[config.mk]
export PLATFORM = sky130hd
export DESIGN_NAME = msb_signed_mul
export DESIGN_NICKNAME = d
export VERILOG_FILES = /design/src/rtl/smul_pkg.sv /design/src/rtl/smul_seq.sv /design/src/rtl/smul_datapath.sv /design/src/rtl/msb_signed_mul.sv
export SDC_FILE = /design/constraint.sdc
export NUM_CORES = 1
export LEC_CHECK = 0
export CORE_ASPECT_RATIO = 1.25
export CORE_UTILIZATION = 45
export DETAILED_ROUTE_END_ITERATION = 10
export GPL_ROUTABILITY_DRIVEN = 0
export GPL_TIMING_DRIVEN = 0
export PLACE_DENSITY = 0.66
export RECOVER_POWER = 25
export SLEW_MARGIN = 20
export SYNTH_ARGS = -nofsm -noshare
export SYNTH_HDL_FRONTEND = slang
export SYNTH_SLANG_ARGS = --single-unit
[constraint.sdc]
create_clock -name clk -period 3.9 [get_ports clk]
set_clock_uncertainty 0.05 [all_clocks]
set_input_delay 0.585 -clock clk [delete_from_list [all_inputs] [get_ports clk]]
set_output_delay 0.585 -clock clk [all_outputs]
set_load 0.05 [all_outputs]
[src/rtl/smul_pkg.sv]
package smul_pkg;

    typedef enum logic [0:0] {
        SEQ_IDLE = 1'b0,
        SEQ_RUN  = 1'b1
    } seq_state_e;

    typedef enum logic [1:0] {
        ACT_HOLD = 2'd0,
        ACT_LOAD = 2'd1,
        ACT_SIGN = 2'd2,
        ACT_ADD  = 2'd3
    } dp_action_e;

    function automatic dp_action_e pick_action(input logic load, input logic run,
                                               input logic first);
        if (load)
            return ACT_LOAD;
        else if (run && first)
            return ACT_SIGN;
        else if (run)
            return ACT_ADD;
        return ACT_HOLD;
    endfunction

endpackage

[src/rtl/smul_seq.sv]
module smul_seq
    import smul_pkg::*;
#(
    parameter int WIDTH = 32
) (
    input  logic clk,
    input  logic rst,
    input  logic start,
    output logic busy,
    output logic done,
    output logic load,
    output logic first_step
);
    localparam int CW = (WIDTH > 1) ? $clog2(WIDTH) : 1;
    localparam logic [CW-1:0] LAST = CW'(WIDTH - 1);

    seq_state_e     state_q;
    logic [CW-1:0]  cnt_q;
    logic           done_q;

    assign busy       = (state_q == SEQ_RUN);
    assign done       = done_q;
    assign load       = start && !busy;
    assign first_step = busy && (cnt_q == '0);

    always_ff @(posedge clk) begin
        if (rst) begin
            state_q <= SEQ_IDLE;
            cnt_q   <= '0;
            done_q  <= 1'b0;
        end else begin
            done_q <= 1'b0;
            if (state_q == SEQ_IDLE) begin
                if (start) begin
                    state_q <= SEQ_RUN;
                    cnt_q   <= '0;
                end
            end else if (cnt_q == LAST) begin
                state_q <= SEQ_IDLE;
                done_q  <= 1'b1;
            end else begin
                cnt_q <= cnt_q + CW'(1);
            end
        end
    end

    a_r2_launch: assert property (@(posedge clk) disable iff (rst)
        (start && !busy) |=> (busy && cnt_q == '0));

    a_r3_finish: assert property (@(posedge clk) disable iff (rst)
        (busy && cnt_q == LAST) |=> (done && !busy));

    a_r3_single_pulse: assert property (@(posedge clk) disable iff (rst)
        done |=> !done);

    a_r4_restart_ignored: assert property (@(posedge clk) disable iff (rst)
        (busy && start && cnt_q != LAST) |=> (busy && cnt_q == $past(cnt_q) + CW'(1)));

endmodule

[src/rtl/smul_datapath.sv]
module smul_datapath
    import smul_pkg::*;
#(
    parameter int WIDTH = 32,
    parameter bit FULL_PRODUCT = 1'b0
) (
    input  logic                  clk,
    input  logic                  rst,
    input  logic                  load,
    input  logic                  run,
    input  logic                  first_step,
    input  logic [WIDTH-1:0]      mcand,
    input  logic [WIDTH-1:0]      mplier,
    output logic [(FULL_PRODUCT ? 2*WIDTH : WIDTH)-1:0] product
);
    localparam int PW = FULL_PRODUCT ? 2 * WIDTH : WIDTH;

    logic [PW-1:0]    acc_q;
    logic [PW-1:0]    mcx_q;
    logic [WIDTH-1:0] mreg_q;
    logic [PW-1:0]    mc_ext;
    logic [PW-1:0]    addend;
    dp_action_e       act;

    generate
        if (FULL_PRODUCT) begin : g_wide
            assign mc_ext = {{(PW - WIDTH){mcand[WIDTH-1]}}, mcand};
        end else begin : g_narrow
            assign mc_ext = mcand;
        end
    endgenerate

    assign addend  = mreg_q[WIDTH-1] ? mcx_q : '0;
    assign act     = pick_action(load, run, first_step);
    assign product = acc_q;

    always_ff @(posedge clk) begin
        if (rst) begin
            acc_q  <= '0;
            mcx_q  <= '0;
            mreg_q <= '0;
        end else begin
            unique case (act)
                ACT_LOAD: begin
                    acc_q  <= '0;
                    mcx_q  <= mc_ext;
                    mreg_q <= mplier;
                end
                ACT_SIGN: begin
                    acc_q  <= acc_q - addend;
                    mreg_q <= mreg_q << 1;
                end
                ACT_ADD: begin
                    acc_q  <= (acc_q << 1) + addend;
                    mreg_q <= mreg_q << 1;
                end
                default: ;
            endcase
        end
    end

endmodule

[src/rtl/msb_signed_mul.sv]
module msb_signed_mul
    import smul_pkg::*;
#(
    parameter int WIDTH = 32,
    parameter bit FULL_PRODUCT = 1'b0
) (
    input  logic             clk,
    input  logic             rst,
    input  logic             start,
    input  logic [WIDTH-1:0] mcand,
    input  logic [WIDTH-1:0] mplier,
    output logic             busy,
    output logic             done,
    output logic [(FULL_PRODUCT ? 2*WIDTH : WIDTH)-1:0] product
);
    logic load;
    logic first_step;

    smul_seq #(.WIDTH(WIDTH)) u_seq (
        .clk        (clk),
        .rst        (rst),
        .start      (start),
        .busy       (busy),
        .done       (done),
        .load       (load),
        .first_step (first_step)
    );

    smul_datapath #(.WIDTH(WIDTH), .FULL_PRODUCT(FULL_PRODUCT)) u_dp (
        .clk        (clk),
        .rst        (rst),
        .load       (load),
        .run        (busy),
        .first_step (first_step),
        .mcand      (mcand),
        .mplier     (mplier),
        .product    (product)
    );

    a_r1_reset_state: assert property (@(posedge clk)
        rst |=> (!busy && !done && product == '0));

    a_r8_hold_result: assert property (@(posedge clk) disable iff (rst)
        (!busy && !start) |=> $stable(product));

endmodule

# Word-level counts from Yosys, hierarchy flattened
# Cells that the tools add are included.
[word_totals]
in_bits = 67
out_inout_bits = 34
wordCells = 43
register_bits = 103
[op_classes]
n_addsub = 3
n_bitwise = 1
n_reduce_logical = 11
n_eq_ne = 5
n_mux = 17
[ops]
columns = ["operator", "count"]
rows = [
  ["$pmux W32 S3", 1],
  ["$pmux W32 S2", 1],
  ["$add A32 B32 Y32", 1],
  ["$mux W32", 1],
  ["$sub A32 B32 Y32", 1],
  ["$mux W5", 3],
  ["$mux W2", 4],
  ["$mux W1", 7],
  ["$add A5 B1 Y5 const B", 1],
  ["$eq A5 B5 Y1 const B", 1],
  ["$logic_not A5 Y1", 1],
  ["$eq A2 B2 Y1 const B", 2],
  ["$reduce_bool A2 Y1", 2],
  ["$reduce_or A2 Y1", 2],
  ["$logic_and A1 B1 Y1", 3],
  ["$reduce_bool A3 Y1", 1],
  ["$eq A2 B1 Y1 const B", 1],
  ["$ne A2 B2 Y1 const B", 1],
  ["$reduce_and A2 Y1", 1],
  ["$logic_not A1 Y1", 1],
  ["$not A1 Y1", 1],
]

# Logic depth before layout (Yosys ltp)
[depth]
word_depth = 9
depth_mapped = 16
mapped_depth_nobuf = 12

# Modules after synthesis
# Synthesis repeated with hierarchy kept, for this count alone.
[unflattened]
hier_cells = 983
hier_area_um2 = 7885.1
[by_module_without_submodules]
columns = ["module", "instances", "seq_area_each_um2", "area_per_inst_um2", "cells_each"]
rows = [
  ["smul_datapath", 1, 1921.8, 7507.2, 939],
  ["smul_seq", 1, 140.1, 377.9, 44],
]

# Worst setup path after synthesis
# OpenSTA, ideal clock, no wires.
[synth_path]
kind = "flip-flop to flip-flop"
startpoint = "reg u_dp.mreg_q[31]"
endpoint = "reg u_dp.acc_q[28] (netlist: u_dp.product[28])"
stages_incl_launch_ff = 15
path_slack_ns = 0.594
arrival_ns = 3.134
setup_ns = 0.122
path_cell_list = "dfxtp_1 > buf_4 > clkbuf_1 > clkbuf_1 > nand2_1 > ha_1 > a21oi_1 > a21oi_1 > o21ai_1 > a21oi_1 > o41a_1 > a221o_1 > a21boi_1 > xnor2_1 > a221o_1"
[synth_via]
elab_chain_cells = 3
word_cells_on_any_way = 4
[synth_rtl]
columns = ["element", "line", "source"]
rows = [
  ["start: declaration", "smul_datapath.sv:20", "logic [WIDTH-1:0] mreg_q;"],
  ["start signal: assignment", "smul_datapath.sv:47", "mreg_q <= mplier;"],
  ["start signal: assignment", "smul_datapath.sv:51", "mreg_q <= mreg_q << 1;"],
  ["start signal: assignment", "smul_datapath.sv:55", "mreg_q <= mreg_q << 1;"],
  ["$mux W32 *", "smul_datapath.sv:33", "assign addend = mreg_q[WIDTH-1] ? mcx_q : '0;"],
  ["$add A32 B32 Y32 / $sub A32 B32 Y32 (equally long branches)", "smul_datapath.sv:54, smul_datapath.sv:50", ""],
  ["$pmux W32 S3 *", "smul_datapath.sv:43", "unique case (act)"],
  ["end signal: assignment", "smul_datapath.sv:50", "acc_q <= acc_q - addend;"],
  ["end signal: assignment", "smul_datapath.sv:54", "acc_q <= (acc_q << 1) + addend;"],
  ["end: declaration", "smul_datapath.sv:18", "logic [PW-1:0] acc_q;"],
]
# Mark *: on every way between the ends. The rest lies on a longest branch, timed or not.
# A chain may end at the register's enable or synchronous reset.

# Worst setup path after layout
# Ends and elaborated chain as after synthesis.

==> run_results.csv <==
group,metric,value,unit
synthesis,ys_ff_latch,103,
cts,clk_pin_slew_worst_paths,0.08,ns
cts,clock_latency,0.36,ns
job,drv_cap,0,
final_layout,drive_above_1_share,0.0386,
cts,h-tree-depth,3,
outcome,status,"complete, no violations",
floorplan,core-area,16400,um2
cts,post_cts_buffers,0,
synthesis,ys_seq_area_frac,0.270,
hold_path,hold_path.class,"reg2reg",
floorplan,dieArea,17500,um2
synthesis,synth_area,7650,um2
floorplan,die_h,148,um
final_layout,seqCellArea,2060,um2
sta,timing.final.crit_share,0.947,
critical_path,cp.arrival,3.89,ns
sta,finalSetupViolations,0,
synthesis,syn_nets,1166,
place,port_buffers,98,
synthesis,synth_edf_count,0,
final_layout,fin_nets,1275,
critical_path,crit_slowest_cell,"a311o_1",
routing,ant_nets,0,
floorplan,dieWidth,119,um
sta,maxSlewViolCount,0,
synthesis,synth_top_cell_by_area,"dfxtp_1",
cts,cts_buffer_depth,2,
sta,worst_slew_pin_slew,0.917,ns
critical_path,cp_cell_sequence,"buf_4, buf_2, buf_4, nand2_1, ha_1, clkbuf_1, nand4_1, a311o_1, a21oi_1, o41a_1, a221o_1, a21boi_1, xnor2_1, a221o_1",
synthesis,yosysMostFrequentCell,"nand2_1",
sta,rsz0062_at_grt,"false",
global_route,grt_usage,0.256,
cts,cts.sinks,103,
global_route,grt_overflow,0,
cts,cts_hold_buffers,0,
place,hpwl,17200,um
power_and_ir_drop,intPower,2040,uW
critical_path,crit_family,"compound AO/OA/AOI/OAI gates",
synthesis,synth.avg_cell_area,7.45,um2
sta,max_freq,271,MHz
final_layout,final_util,0.565,
power_and_ir_drop,comb_power_share,0.339,
floorplan,fp-row-count,52,
critical_path,cpPeakStageDelay,0.35,ns
routing,via_per_inst,5.50,
global_route,grt_max_degree,22,
cts,cts_tree,"built",
power_and_ir_drop,ir_drop,0.000194,V
power_and_ir_drop,p_sw_frac,0.357,
power_and_ir_drop,p_leak,0.00418,uW
final_layout,syn2layout_area_growth,21.2,%
power_and_ir_drop,power_density,343,nW/um2
final_layout,fill_cells,1663,
critical_path,crit_buf_inv,4,
sta,hold_slack,0.408,ns
routing,drc,0,
synthesis,netlist_top_cells_count,"nand2_1 (151), a21oi_1 (133), nor2_1 (116), dfxtp_1 (103), ha_1 (71)",
synthesis,synthArstFlopShare,0,
routing,dr_total_vias,7459,
critical_path,crit_required,4.10,ns
cts,cts-root-buf,"clkbuf_16",
synthesis,netlist_instances,1026,
final_layout,multiInputGateArea,5270,um2
power_and_ir_drop,seq_power_share,0.365,
sta,relSlewSlack,0.386,
final_layout,antenna_cells,0,
synthesis,synth_top_area_share,0.270,
synthesis,synth.distinct_cells,66,
routing,drt_iter0_markers,384,
synthesis,ys.flop_type,"dfxtp_1",
cts,cts_resized,4,
global_route,antenna_found_initial,0,
global_route,grt_pass1_wl,36100,um
power_and_ir_drop,clock_power_share,0.295,
floorplan,initial_utilization,0.466,
sta,hold_viol,0,
power_and_ir_drop,finalPower,3180,uW
critical_path,path_class,"reg2reg",
global_route,grt_pass1_vias,7176,
cts,cts_buffers,9,
routing,wl_per_cell,16.1,um
sta,period_minus_slack,3.69,ns
floorplan,pin_count,101,
synthesis,ys_warn_count,0,
synthesis,netlist_top_cells_area,"dfxtp_1 (27%), ha_1 (12%), a21oi_1 (8.7%)",
critical_path,cp-end-kind,"register",
power_and_ir_drop,p_switching,1130,uW
routing,wirelength,21800,um
critical_path,cp_max_fo,10,
routing,dr.pass1.iters,5,
critical_path,critPathLaunchType,"register",
==> logic make-up (layout without fill, tap and decap cells) <==
| kind of cell | after synthesis | after routing | synth area share |
|---|---|---|---|
| AO/OA/AOI/OAI | 305 | 305 | 0.247 |
| XOR/XNOR | 53 | 53 | 0.0607 |
| adder cells (fa/ha/maj) | 73 | 73 | 0.121 |
| buffers and inverters | 97 | 211 | 0.0494 |
| flip-flops | 103 | 103 | 0.270 |
| multiplexers | 37 | 37 | 0.0486 |
| AND/OR/NAND/NOR | 358 | 358 | 0.204 |
==> power by group through the flow <==
stage	logic (uW)	registers, uW	clock network (uW)
after floorplan	714	1240	0
after CTS	1070	1160	954
after global placement	1050	1180	0
after global routing	1190	1170	1010
final	1080	1160	937
after detailed placement	1060	1190	0
==> stage by stage <==
step / setup WS, ns / instances / instance area (um2) / TNS (ns)
detailed placement: -0.429 / 1340 / 8900 / -2.42
CTS: 0.0333 / 1356 / 9230 / 0
finish: 0.205 / 1356 / 9270 / 0
floorplan: 0.594 / 1026 / 7650 / 0
global placement: -0.432 / 1340 / 8900 / -2.44
global route: 0.0106 / 1356 / 9270 / 0
==> registers in the layout, summed over array words and instances, names as in the netlist <==
| name | cells |
|---|---|
| u_seq.busy | 1 |
| u_seq.cnt_q | 5 |
| u_dp.product | 32 |
| u_dp.mreg_q | 32 |
| u_dp.mcx_q | 32 |
| u_seq.done | 1 |
==> cell type report <==
class | instances | share of cell area
plain buffers | 56 | 0.0248
clock buffers | 9 | 0.0243
clock inverters | 7 | 0.00904
inverters | 41 | 0.0166
multi-input cells | 826 | 0.568
flip-flops and latches | 103 | 0.222
well taps | 216 | 0.0291
repair buffers | 98 | 0.106
==> tightest hold or removal path, cell delays in order (launching register included) <==
cell     delay, ns
dfxtp_1       0.31
nand2_1       0.05
a21oi_1       0.05
==> layer usage <==
layer / share of wire / vias up / GRT usage
met5: 0 / - / 0
li1: - / 3830 / -
met1: 0.45 / 3444 / 0.322
met2: 0.48 / 162 / 0.446
met4: 0.017 / 0 / 0.0766
met3: 0.044 / 23 / 0.0444
==> cells in the final DEF, fill, tap and decap left out, drive strengths merged, types with 29 or more instances in the layout <==
cell type / n
a21oi: 135
o21ai: 54
ha: 71
a21o: 29
nand2: 152
clkbuf: 51
inv: 44
dfxtp: 103
nor2: 116
clkdlybuf4s50: 98
mux2i: 36
==> path summary, 6_finish.rpt <==
check,start,endpoint,slack [ns],cells after the start
worst min register to register,u_dp.mcx_q[16]$_SDFFE_PP0N_,u_dp.mcx_q[16]$_SDFFE_PP0N_,0.41,2
worst max register to register,u_dp.mreg_q[31]$_SDFFE_PP0P_,u_dp.product[28]$_SDFFE_PP0P_,0.21,14
worst min-delay path,u_dp.mcx_q[16]$_SDFFE_PP0N_,u_dp.mcx_q[16]$_SDFFE_PP0N_,0.41,2
worst max-delay path,u_dp.mreg_q[31]$_SDFFE_PP0P_,u_dp.product[28]$_SDFFE_PP0P_,0.21,14
No activity file was read; power rests on OpenSTA's default activity.
